File: src/rtl/uart_rx_fifo.sv
module uart_rx_fifo #(
  parameter int DEPTH = 16,
  parameter int DW    = 8,
  parameter int TRIG  = 1
) (
  input  logic             clk,
  input  logic             rst_n,
  input  logic             fifo_en,
  input  logic             wr_en,
  input  logic [DW-1:0]    wr_data,
  input  logic [3:0]       wr_err,
  input  logic             brk_evt,
  input  logic             rd_en,
  output logic [DW+3:0]    rd_data,
  output logic [3:0]       rx_status,
  output logic             full,
  output logic             empty,
  output logic             rx_irq,
  output logic             overrun
);
  localparam int AW = $clog2(DEPTH);
  localparam int EW = DW + 4;

  logic [EW-1:0] mem [DEPTH];
  logic [AW-1:0] pos, p_r, mask, slot;
  logic [AW:0]   cnt, c_r, c_n, lim;
  logic          mode_q, flush, rd_go, pop, push, acc;
  logic [EW-1:0] entry;

  assign flush = fifo_en != mode_q;
  assign mask  = mode_q ? AW'(DEPTH - 1) : '0;
  assign lim   = mode_q ? (AW+1)'(DEPTH) : (AW+1)'(1);
  assign rd_go = rd_en & ~flush;
  assign pop   = rd_go & (cnt != 0);
  assign c_r   = pop ? cnt - 1'b1 : cnt;
  assign p_r   = pop ? (pos + 1'b1) & mask : pos;
  assign push  = (wr_en | brk_evt) & ~flush;
  assign acc   = push & (c_r < lim);
  assign c_n   = acc ? c_r + 1'b1 : c_r;
  assign slot  = (p_r + c_r[AW-1:0]) & mask;
  assign entry = wr_en ? {wr_err, wr_data} : {4'b0100, {DW{1'b0}}};
  assign rd_data = mem[pos];

  always_ff @(posedge clk) begin
    if (acc) mem[slot] <= entry;
  end

  always_ff @(posedge clk or negedge rst_n) begin
    if (!rst_n) begin
      mode_q    <= 1'b0;
      cnt       <= '0;
      pos       <= '0;
      full      <= 1'b0;
      empty     <= 1'b1;
      rx_irq    <= 1'b0;
      overrun   <= 1'b0;
      rx_status <= '0;
    end else if (flush) begin
      mode_q  <= fifo_en;
      cnt     <= '0;
      pos     <= '0;
      full    <= 1'b0;
      empty   <= 1'b1;
      overrun <= 1'b0;
    end else begin
      cnt     <= c_n;
      pos     <= p_r;
      overrun <= push & ~acc;
      if (rd_go) rx_status <= mem[pos][EW-1:DW];
      if (acc && c_n == lim) full <= 1'b1;
      else if (rd_go)        full <= 1'b0;
      if (acc)                    empty <= 1'b0;
      else if (rd_go && c_r == 0) empty <= 1'b1;
      if (acc && c_n == (AW+1)'(TRIG))            rx_irq <= 1'b1;
      else if (rd_go && c_r + 1'b1 == (AW+1)'(TRIG)) rx_irq <= 1'b0;
    end
  end
endmodule


File: config.mk
export PLATFORM = sky130hd
export DESIGN_NAME = uart_rx_fifo
export DESIGN_NICKNAME = d
export VERILOG_FILES = /design/src/rtl/uart_rx_fifo.sv
export SDC_FILE = /design/constraint.sdc
export NUM_CORES = 1
export LEC_CHECK = 0
export BUFFER_PORTS_ARGS = -buffer_cell sky130_fd_sc_hd__buf_4
export CORE_AREA = 5 5 139 114
export CTS_BUF_LIST = sky130_fd_sc_hd__clkbuf_8
export DETAILED_ROUTE_END_ITERATION = 8
export DIE_AREA = 0 0 144 119
export GPL_TIMING_DRIVEN = 0
export PLACE_DENSITY = 0.81
export SKIP_CTS_REPAIR_TIMING = 1
export SLEW_MARGIN = 5
export SYNTH_ARGS = -nofsm -noshare
export SYNTH_HDL_FRONTEND = slang
export SYNTH_SLANG_ARGS = --single-unit
File: constraint.sdc
create_clock -name clk -period 5.7 [get_ports clk]
set_input_delay 1.71 -clock clk [delete_from_list [all_inputs] [get_ports clk]]
set_output_delay 1.71 -clock clk [all_outputs]
set_load 0.01 [all_outputs]
==> results.json, run 1 <==
{
  "arrival_ns": 5.74,
  "drive_gt1_frac": 0.225,
  "postPlaceCellArea_um2": 9460,
  "drt_iter0_markers": 519,
  "synthesis.nets": 581,
  "hold_path.class": "reg2reg",
  "antennaDiodeCount": 0,
  "cp-end-kind": "flip-flop",
  "initial_core_util": 0.631,
  "detail_route.vias_per_cell": 6.24,
  "dpl.hpwl_mm": 13.0,
  "synth_edf_count": 192,
  "final_nets": 648,
  "final_area_um2": 10000,
  "syn_to_final_growth_pct": 11.7,
  "syn_inst": 554,
  "fin_crit_ns": 5.60,
  "ios": 38,
  "rows": 39,
  "clk_latency_ns": 0.55,
  "ys_ff_latch": 210,
  "routedWlPerCell_um": 22.9,
  "finalCritPeriodShare": 0.982,
  "antenna_found_initial": 0,
  "htreeDepth": 1,
  "yosysSeqAreaShare": 0.694,
  "cts-root-buf": "clkbuf_8",
  "final_cell_mix": "192 x edfxtp_1, 37 x buf_4, 37 x mux2i_1, 31 x clkbuf_8, 30 x o21ai_0",
  "fmax_ghz": 0.179,
  "vias": 5176,
  "yosys_warnings": 0,
  "grt_pass1_vias": 5083,
  "setup_viol": 0,
  "grt_usage": 0.226,
  "io_buffers": 36,
  "max-slew-margin-rel": 0.150,
  "remaining_drc_errors": 0,
  "hold_viol": 0,
  "maxSlewViolCount": 0,
  "p_leak_nw": 3.43,
  "grt_overflow": 0,
  "setup.worst_path.start_class": "primary input",
  "cts_made_buffers": 31,
  "clk_pin_slew_ns": 0.06,
  "syn-cell-area_um2": 8960,
  "p_per_area_nw_per_um2": 352,
  "crit_required_ns": 5.85,
  "tns_ns": 0,
  "clock_sinks": 210,
  "fp.dieW_um": 144,
  "layout_commonest_cell": "edfxtp_1",
  "rsz0062_at_grt": "yes",
  "crit_type": "in2reg",
  "drtAntennaViolNets": 0,
  "clock_path_buffers": 3,
  "wl_mm": 19.0,
  "crit_fanout": 12,
  "synthFlopType": "edfxtp_1",
  "die_area_um2": 17100,
  "grt_max_degree": 19,
  "power.total_mw": 3.52,
  "gp_congestion": 0.904,
  "syn_avg_cell_area_um2": 16.2,
  "synthArstFlopShare": 0.0857,
  "grt_pass1_wl_mm": 29.4,
  "run_status": "completed",
  "fp.dieH_um": 119,
  "dr.pass1.iters": 7,
  "tritoncts": "done",
  "ys_types": 61,
  "skew_ns": 0.0146,
  "worstMarginPinSlew_ns": 1.27,
  "cap_viol_max_count": 0,
  "core_um2": 14200,
  "ir_drop_mv": 0.248
}
==> area by class of cell <==
class                           count  area, um2
Buffer                             29        134
Clock buffer                       31        427
Clock inverter                     26        103
Fill cell                         874       4200
Inverter                           15       56.3
Multi-Input combinational cell    298       2570
Sequential cell                   210       6220
Tap cell                          184        230
Timing Repair Buffer               36        270
==> logic make-up after synthesis <==
logic type	synth area share
AO/OA/AOI/OAI	0.0735
XOR/XNOR	0.0103
multiplexers	0.123
adder cells (fa/ha/maj)	0.0134
buffers and inverters	0.0221
flip-flops	0.694
AND/OR/NAND/NOR	0.0636
==> registers in the layout, indices dropped and copies added (netlist names) <==
signal / count
empty: 1
rx_status: 4
full: 1
mode_q: 1
mem: 192
rx_irq: 1
pos: 4
cnt: 5
overrun: 1
==> synth_stat cells, types with 4 or more instances <==
master / instances / share of area
mux2i_1: 37 / 0.041
and2_1: 14 / 0.0098
dfrtp_1: 17 / 0.047
clkbuf_1: 18 / 0.0075
nand2b_1: 4 / 0.0028
inv_1: 15 / 0.0063
ha_1: 8 / 0.011
mux2_2: 17 / 0.021
buf_1: 5 / 0.0021
nand3_1: 5 / 0.0028
buf_2: 5 / 0.0028
nor2_1: 28 / 0.012
edfxtp_1: 192 / 0.64
a221oi_1: 12 / 0.012
nand2_1: 23 / 0.0096
mux4_2: 24 / 0.060
a21oi_1: 20 / 0.011
nor3_1: 6 / 0.0034
o21ai_0: 30 / 0.017
xnor2_1: 6 / 0.0059
a22oi_1: 12 / 0.010
==> worst max-delay path: stages <==
cell      delay [ns]
buf_2           0.16
xnor2_1         0.19
clkbuf_1        0.40
nand3_1         0.32
o21ai_0         0.51
ha_1            0.32
a21o_1          0.17
a21oi_1         0.17
xnor2_1         0.14
xnor3_1         0.26
and2_1          0.19
nand2b_1        0.22
nor2_1          0.98
==> per-stage QoR <==
| stage | std cells | util | hold slack (ns) | setup WS (ns) |
|---|---|---|---|---|
| final | 829 | 0.705 | 0.501 | 0.103 |
| after global routing | 829 | 0.705 | 0.532 | -0.195 |
| after CTS | 831 | 0.703 | 0.502 | 0.122 |
| after detailed placement | 774 | 0.666 | 0.488 | -0.449 |
| after global placement | 774 | 0.666 | 0.485 | -0.398 |
| after floorplan | 554 | - | 0.528 | 0.459 |
==> path summary, 6_finish.rpt <==
check | from | endpoint | slack, ns | depth (start not counted)
hold reg to reg | rx_irq | rx_irq | 0.50 | 2
hold / removal | rx_irq | rx_irq | 0.50 | 2
setup / recovery | fifo_en | mem[1][9] | 0.10 | 13
min in group asynchronous | rst_n | rx_status[1] | 1.03 | 1
max in group asynchronous | rst_n | empty | 4.40 | 1
setup reg to reg | cnt[0] | mem[1][9] | 0.53 | 16
==> routing by layer <==
metal  wire length [um]  global-route usage
met5                  0                   0
met4                387              0.0529
met3               1800              0.0517
met2               8700               0.336
met1               8100               0.347
==> power by group <==
part | leakage (nW) | switching [mW] | total, mW | internal (mW)
logic | 1.12 | 0.384 | 0.680 | 0.296
clock network | 0.326 | 0.537 | 1.04 | 0.505
registers | 1.98 | 0.0379 | 1.80 | 1.77
total | 3.43 | 0.958 | 3.52 | 2.57
Note: power is estimated with default switching activity, not from simulation.
==> run 2: changes to the inputs <==
MAX_ROUTING_LAYER = met4   (was unset)
==> run 2 against run 1 <==
Against the previous run: worst setup slack worse by 0.083 ns; critical path type unchanged; highest routed layer unchanged; fmax is 1.5% lower; die area stayed put; critical endpoint unchanged; largest cell class unchanged; sequential share of layout area stayed put; largest power group unchanged; final area stayed put.
==> results.json, run 2 (synthesis results as in run 1) <==
{
  "run_status": "completed",
  "worstMarginPinSlew_ns": 1.34,
  "antennaDiodeCount": 0,
  "clk_pin_slew_ns": 0.06,
  "setup_viol": 0,
  "htreeDepth": 1,
  "gp_congestion": 0.919,
  "r2r-end": "mem[1][9]",
  "cp-startpoint": "fifo_en",
  "p_per_area_nw_per_um2": 352,
  "clock_path_buffers": 3,
  "ir_drop_mv": 0.248,
  "hold_viol": 0,
  "vias": 5215,
  "ios": 38,
  "cp-end-kind": "flip-flop",
  "syn_to_final_growth_pct": 11.7,
  "hold_path.class": "reg2reg",
  "antenna_found_initial": 0,
  "grt_pass1_vias": 5087,
  "p_leak_nw": 3.43,
  "final_cell_mix": "192 x edfxtp_1, 37 x buf_4, 37 x mux2i_1, 31 x clkbuf_8, 30 x o21ai_0",
  "reg_top3": "mem: 192 flops, cnt: 5 flops",
  "io_buffers": 36,
  "layout_commonest_cell": "edfxtp_1",
  "cts-root-buf": "clkbuf_8",
  "final_nets": 648,
  "fin_crit_ns": 5.68,
  "crit_fanout": 12,
  "cp-endpoint": "mem[1][9]",
  "r2r-start": "pos[1]",
  "grt_usage": 0.233,
  "dpl.hpwl_mm": 13.0,
  "arrival_ns": 5.82,
  "clock_sinks": 210,
  "drtAntennaViolNets": 0,
  "finalCritPeriodShare": 0.996,
  "tritoncts": "done",
  "worstHoldStart": "rx_irq",
  "whs_ns": 0.500,
  "max-slew-margin-rel": 0.101,
  "grt_overflow": 0,
  "crit_type": "in2reg",
  "fp.dieW_um": 144,
  "largest_reg_flops": 192,
  "setup.worst_path.start_class": "primary input",
  "cts_made_buffers": 31,
  "wl_mm": 19.0,
  "fmax_ghz": 0.176,
  "initial_core_util": 0.631,
  "fin_cells": 829,
  "nFillCells": 874,
  "remaining_drc_errors": 0,
  "maxSlewViolCount": 0,
  "top_register": "mem",
  "fp.dieH_um": 119,
  "rr_worst_depth": 13,
  "clk_latency_ns": 0.54,
  "die_area_um2": 17100,
  "core_um2": 14200,
  "grt_pass1_wl_mm": 29.4,
  "crit_required_ns": 5.84,
  "r2r_setup_slack_ns": 0.47,
  "grt_max_degree": 19,
  "drive_gt1_frac": 0.225,
  "routedWlPerCell_um": 23.0,
  "cap_viol_max_count": 0,
  "skew_ns": 0.0119,
  "rows": 39,
  "rsz0062_at_grt": "yes",
  "detail_route.vias_per_cell": 6.29,
  "drt_iter0_markers": 450,
  "dr.pass1.iters": 5,
  "placed_cells": 774
}
[run 2: cell counts in the layout (fill, tap and decap cells not counted)]
Identical to the previous run, type by type.
[run 2: layer usage]
| layer | global-route usage | routed length, um | vias up | share of wire |
|---|---|---|---|---|
| met5 | - | 0 | - | 0 |
| met1 | 0.347 | 8000 | 2597 | 0.42 |
| li1 | - | - | 2307 | - |
| met3 | 0.0521 | 1940 | 30 | 0.10 |
| met4 | 0.0529 | 327 | 0 | 0.017 |
| met2 | 0.336 | 8770 | 281 | 0.46 |
[run 2: critical path: stages]
cell,delay [ns]
buf_2,0.16
xnor2_1,0.20
clkbuf_1,0.40
nand3_1,0.33
o21ai_0,0.53
ha_1,0.32
a21o_1,0.17
a21oi_1,0.16
xnor2_1,0.14
xnor3_1,0.25
and2_1,0.19
nand2b_1,0.22
nor2_1,1.03
[run 2: layout make-up]
type / instances / area [um2] / share of cell area
clock buffers: 31 / 427 / 0.0426
well taps: 184 / 230 / 0.0230
repair buffers: 36 / 270 / 0.0270
flip-flops and latches: 210 / 6220 / 0.621
inverters: 15 / 56.3 / 0.00563
plain buffers: 29 / 134 / 0.0134
clock inverters: 26 / 103 / 0.0103
multi-input cells: 298 / 2570 / 0.257
[run 2: report_power, final]
part	internal, mW	switching, mW
clock	0.505	0.534
combinational	0.296	0.384
sequential	1.77	0.0377
total	2.57	0.956
[run 2: how the worst min path moves through the flow]
stage | to | slack, ns | cells past startpoint
2_1_floorplan | empty | 0.53 | 2
3_3_place_gp | rx_irq | 0.49 | 2
3_5_place_dp | rx_irq | 0.49 | 2
4_1_cts | rx_irq | 0.50 | 2
5_1_grt | rx_irq | 0.53 | 2
6_report | rx_irq | 0.50 | 2
[run 2: per-stage QoR]
stage          area [um2]  setup TNS (ns)  total power [mW]  utilization  setup WS, ns
3_5_place_dp         9460          -53.02              2.50        0.666        -0.449
4_1_cts              9990               0              3.53        0.703         0.122
5_1_grt             10000           -4.67              3.67        0.705        -0.208
3_3_place_gp         9460          -44.08              2.47        0.666        -0.398
2_1_floorplan        8960               0              2.28            -         0.459
6_report            10000               0              3.52        0.705        0.0204
==> run 3: changes to the inputs <==
CORE_AREA = 5 5 125 127   (was 5 5 139 114)
DIE_AREA = 0 0 130 132   (was 0 0 144 119)
==> run 3 against run 2 <==
Against the previous run: first-iteration DRC count rose by 23%; critical path depth did not move; combinational power barely moved; global-route usage increased by 0.16 points; sequential power about the same; non-clock buffer count up 2; critical path type unchanged; clock skew grew 0.013 ns.
==> results.json, run 3 (synthesis results as in run 1) <==
{
  "p_per_area_nw_per_um2": 360,
  "drive_gt1_frac": 0.229,
  "ios": 38,
  "fin_cells": 836,
  "r2r-end": "mem[1][10]",
  "run_status": "completed",
  "io_buffers": 36,
  "syn_to_final_growth_pct": 12.5,
  "final_nets": 653,
  "crit_required_ns": 5.81,
  "postPlaceCellArea_um2": 9460,
  "htreeDepth": 2,
  "initial_core_util": 0.626,
  "vias": 5270,
  "fp.dieH_um": 132,
  "tritoncts": "done",
  "remaining_drc_errors": 0,
  "drt_iter0_markers": 552,
  "hold_path.class": "reg2reg",
  "detail_route.vias_per_cell": 6.30,
  "dr.pass1.iters": 5,
  "wl_mm": 19.1,
  "fmax_ghz": 0.178,
  "setup_viol": 0,
  "largest_reg_flops": 192,
  "core_um2": 14300,
  "gp_congestion": 0.900,
  "fp.dieW_um": 130,
  "placed_cells": 774,
  "fin_crit_ns": 5.62,
  "crit_fanout": 12,
  "hold_depth": 1,
  "routedWlPerCell_um": 22.8,
  "cap_viol_max_count": 0,
  "setup.worst_path.start_class": "primary input",
  "dpl.hpwl_mm": 12.6,
  "drtAntennaViolNets": 0,
  "tns_ns": 0,
  "layout_commonest_cell": "edfxtp_1",
  "r2r_setup_slack_ns": 0.41,
  "clock_sinks": 210,
  "worstMarginPinSlew_ns": 1.36,
  "p_leak_nw": 3.44,
  "final_area_um2": 10100,
  "antenna_found_initial": 0,
  "clock_path_buffers": 3,
  "cts_made_buffers": 34,
  "maxSlewViolCount": 0,
  "grt_usage": 0.235,
  "cp-end-kind": "flip-flop",
  "rows": 44,
  "clk_latency_ns": 0.52,
  "reg_top3": "mem: 192 flops, cnt: 5 flops",
  "finalCritPeriodShare": 0.986,
  "r2r-start": "pos[1]",
  "cts-root-buf": "clkbuf_8",
  "grt_overflow": 0,
  "rr_worst_depth": 13,
  "die_area_um2": 17200,
  "clk_pin_slew_ns": 0.06,
  "final_cell_mix": "192 x edfxtp_1, 37 x buf_4, 37 x mux2i_1, 35 x clkbuf_8, 30 x o21ai_0",
  "top_register": "mem",
  "grt_pass1_wl_mm": 29.9,
  "hold_path_end": "rx_status[2]",
  "max-slew-margin-rel": 0.0902,
  "hold_viol": 0,
  "grt_pass1_vias": 5416,
  "crit_type": "in2reg",
  "grt_max_degree": 19,
  "final_util": 0.704,
  "worstHoldStart": "rx_status[2]",
  "nFillCells": 934,
  "ir_drop_mv": 0.253,
  "arrival_ns": 5.73,
  "antennaDiodeCount": 0,
  "rsz0062_at_grt": "yes",
  "skew_ns": 0.0245
}
## run 3: cell types whose count changed in the layout (fill, tap and decap cells not counted), sizes merged
cell	previous run	this run
buf	47	49
clkbuf	49	53
clkinv	12	17
clkinvlp	0	1
inv	29	24
## run 3: area by class of cell
type,instances,area [um2],share of cell area
tap,184,230,0.0228
clock buffer,35,482,0.0478
sequential,210,6220,0.617
timing repair buffer,36,270,0.0268
buffer,31,141,0.0140
clock inverter,27,118,0.0117
multi-input combinational,298,2560,0.254
inverter,15,56.3,0.00559
## run 3: stage by stage
| stage | setup WS (ns) | total power [mW] | hold WS [ns] |
|---|---|---|---|
| finish | 0.0803 | 3.63 | 0.509 |
| global route | -0.201 | 3.79 | 0.538 |
| CTS | 0.117 | 3.65 | 0.511 |
| detailed placement | -0.411 | 2.50 | 0.496 |
| global placement | -0.320 | 2.47 | 0.490 |
| floorplan | 0.459 | 2.28 | 0.528 |
## run 3: critical path, stage by stage
cell	delay, ns
buf_2	0.16
xnor2_1	0.18
clkbuf_1	0.40
nand3_1	0.31
o21ai_0	0.46
ha_1	0.31
a21o_1	0.17
a21oi_1	0.19
xnor2_1	0.15
xnor3_1	0.26
and2_1	0.20
nand2b_1	0.20
nor2_1	1.03
## run 3: worst max-delay path by stage
stage,slack [ns],endpoint,depth (start not counted),startpoint
2_1_floorplan,0.46,mem[5][0],13,fifo_en
3_3_place_gp,-0.32,mem[6][1],13,fifo_en
3_5_place_dp,-0.41,mem[2][7],12,rd_en
4_1_cts,0.12,mem[6][10],13,fifo_en
5_1_grt,-0.20,mem[1][10],13,fifo_en
6_report,0.08,mem[1][10],13,fifo_en
## run 3: where the power goes
group | leakage [nW] | switching (mW) | internal, mW
combinational | 1.12 | 0.385 | 0.297
sequential | 1.98 | 0.0348 | 1.77
clock | 0.336 | 0.571 | 0.576
## run 3: routing by layer
metal  GRT usage  wire [um]  vias to the layer above  share of wire
met5           -          0                        -              0
met4      0.0676        395                        0          0.021
met3      0.0523       1660                       35          0.087
met2       0.350       9100                      246           0.48
met1       0.332       7930                     2668           0.42
li1            -          -                     2321              -
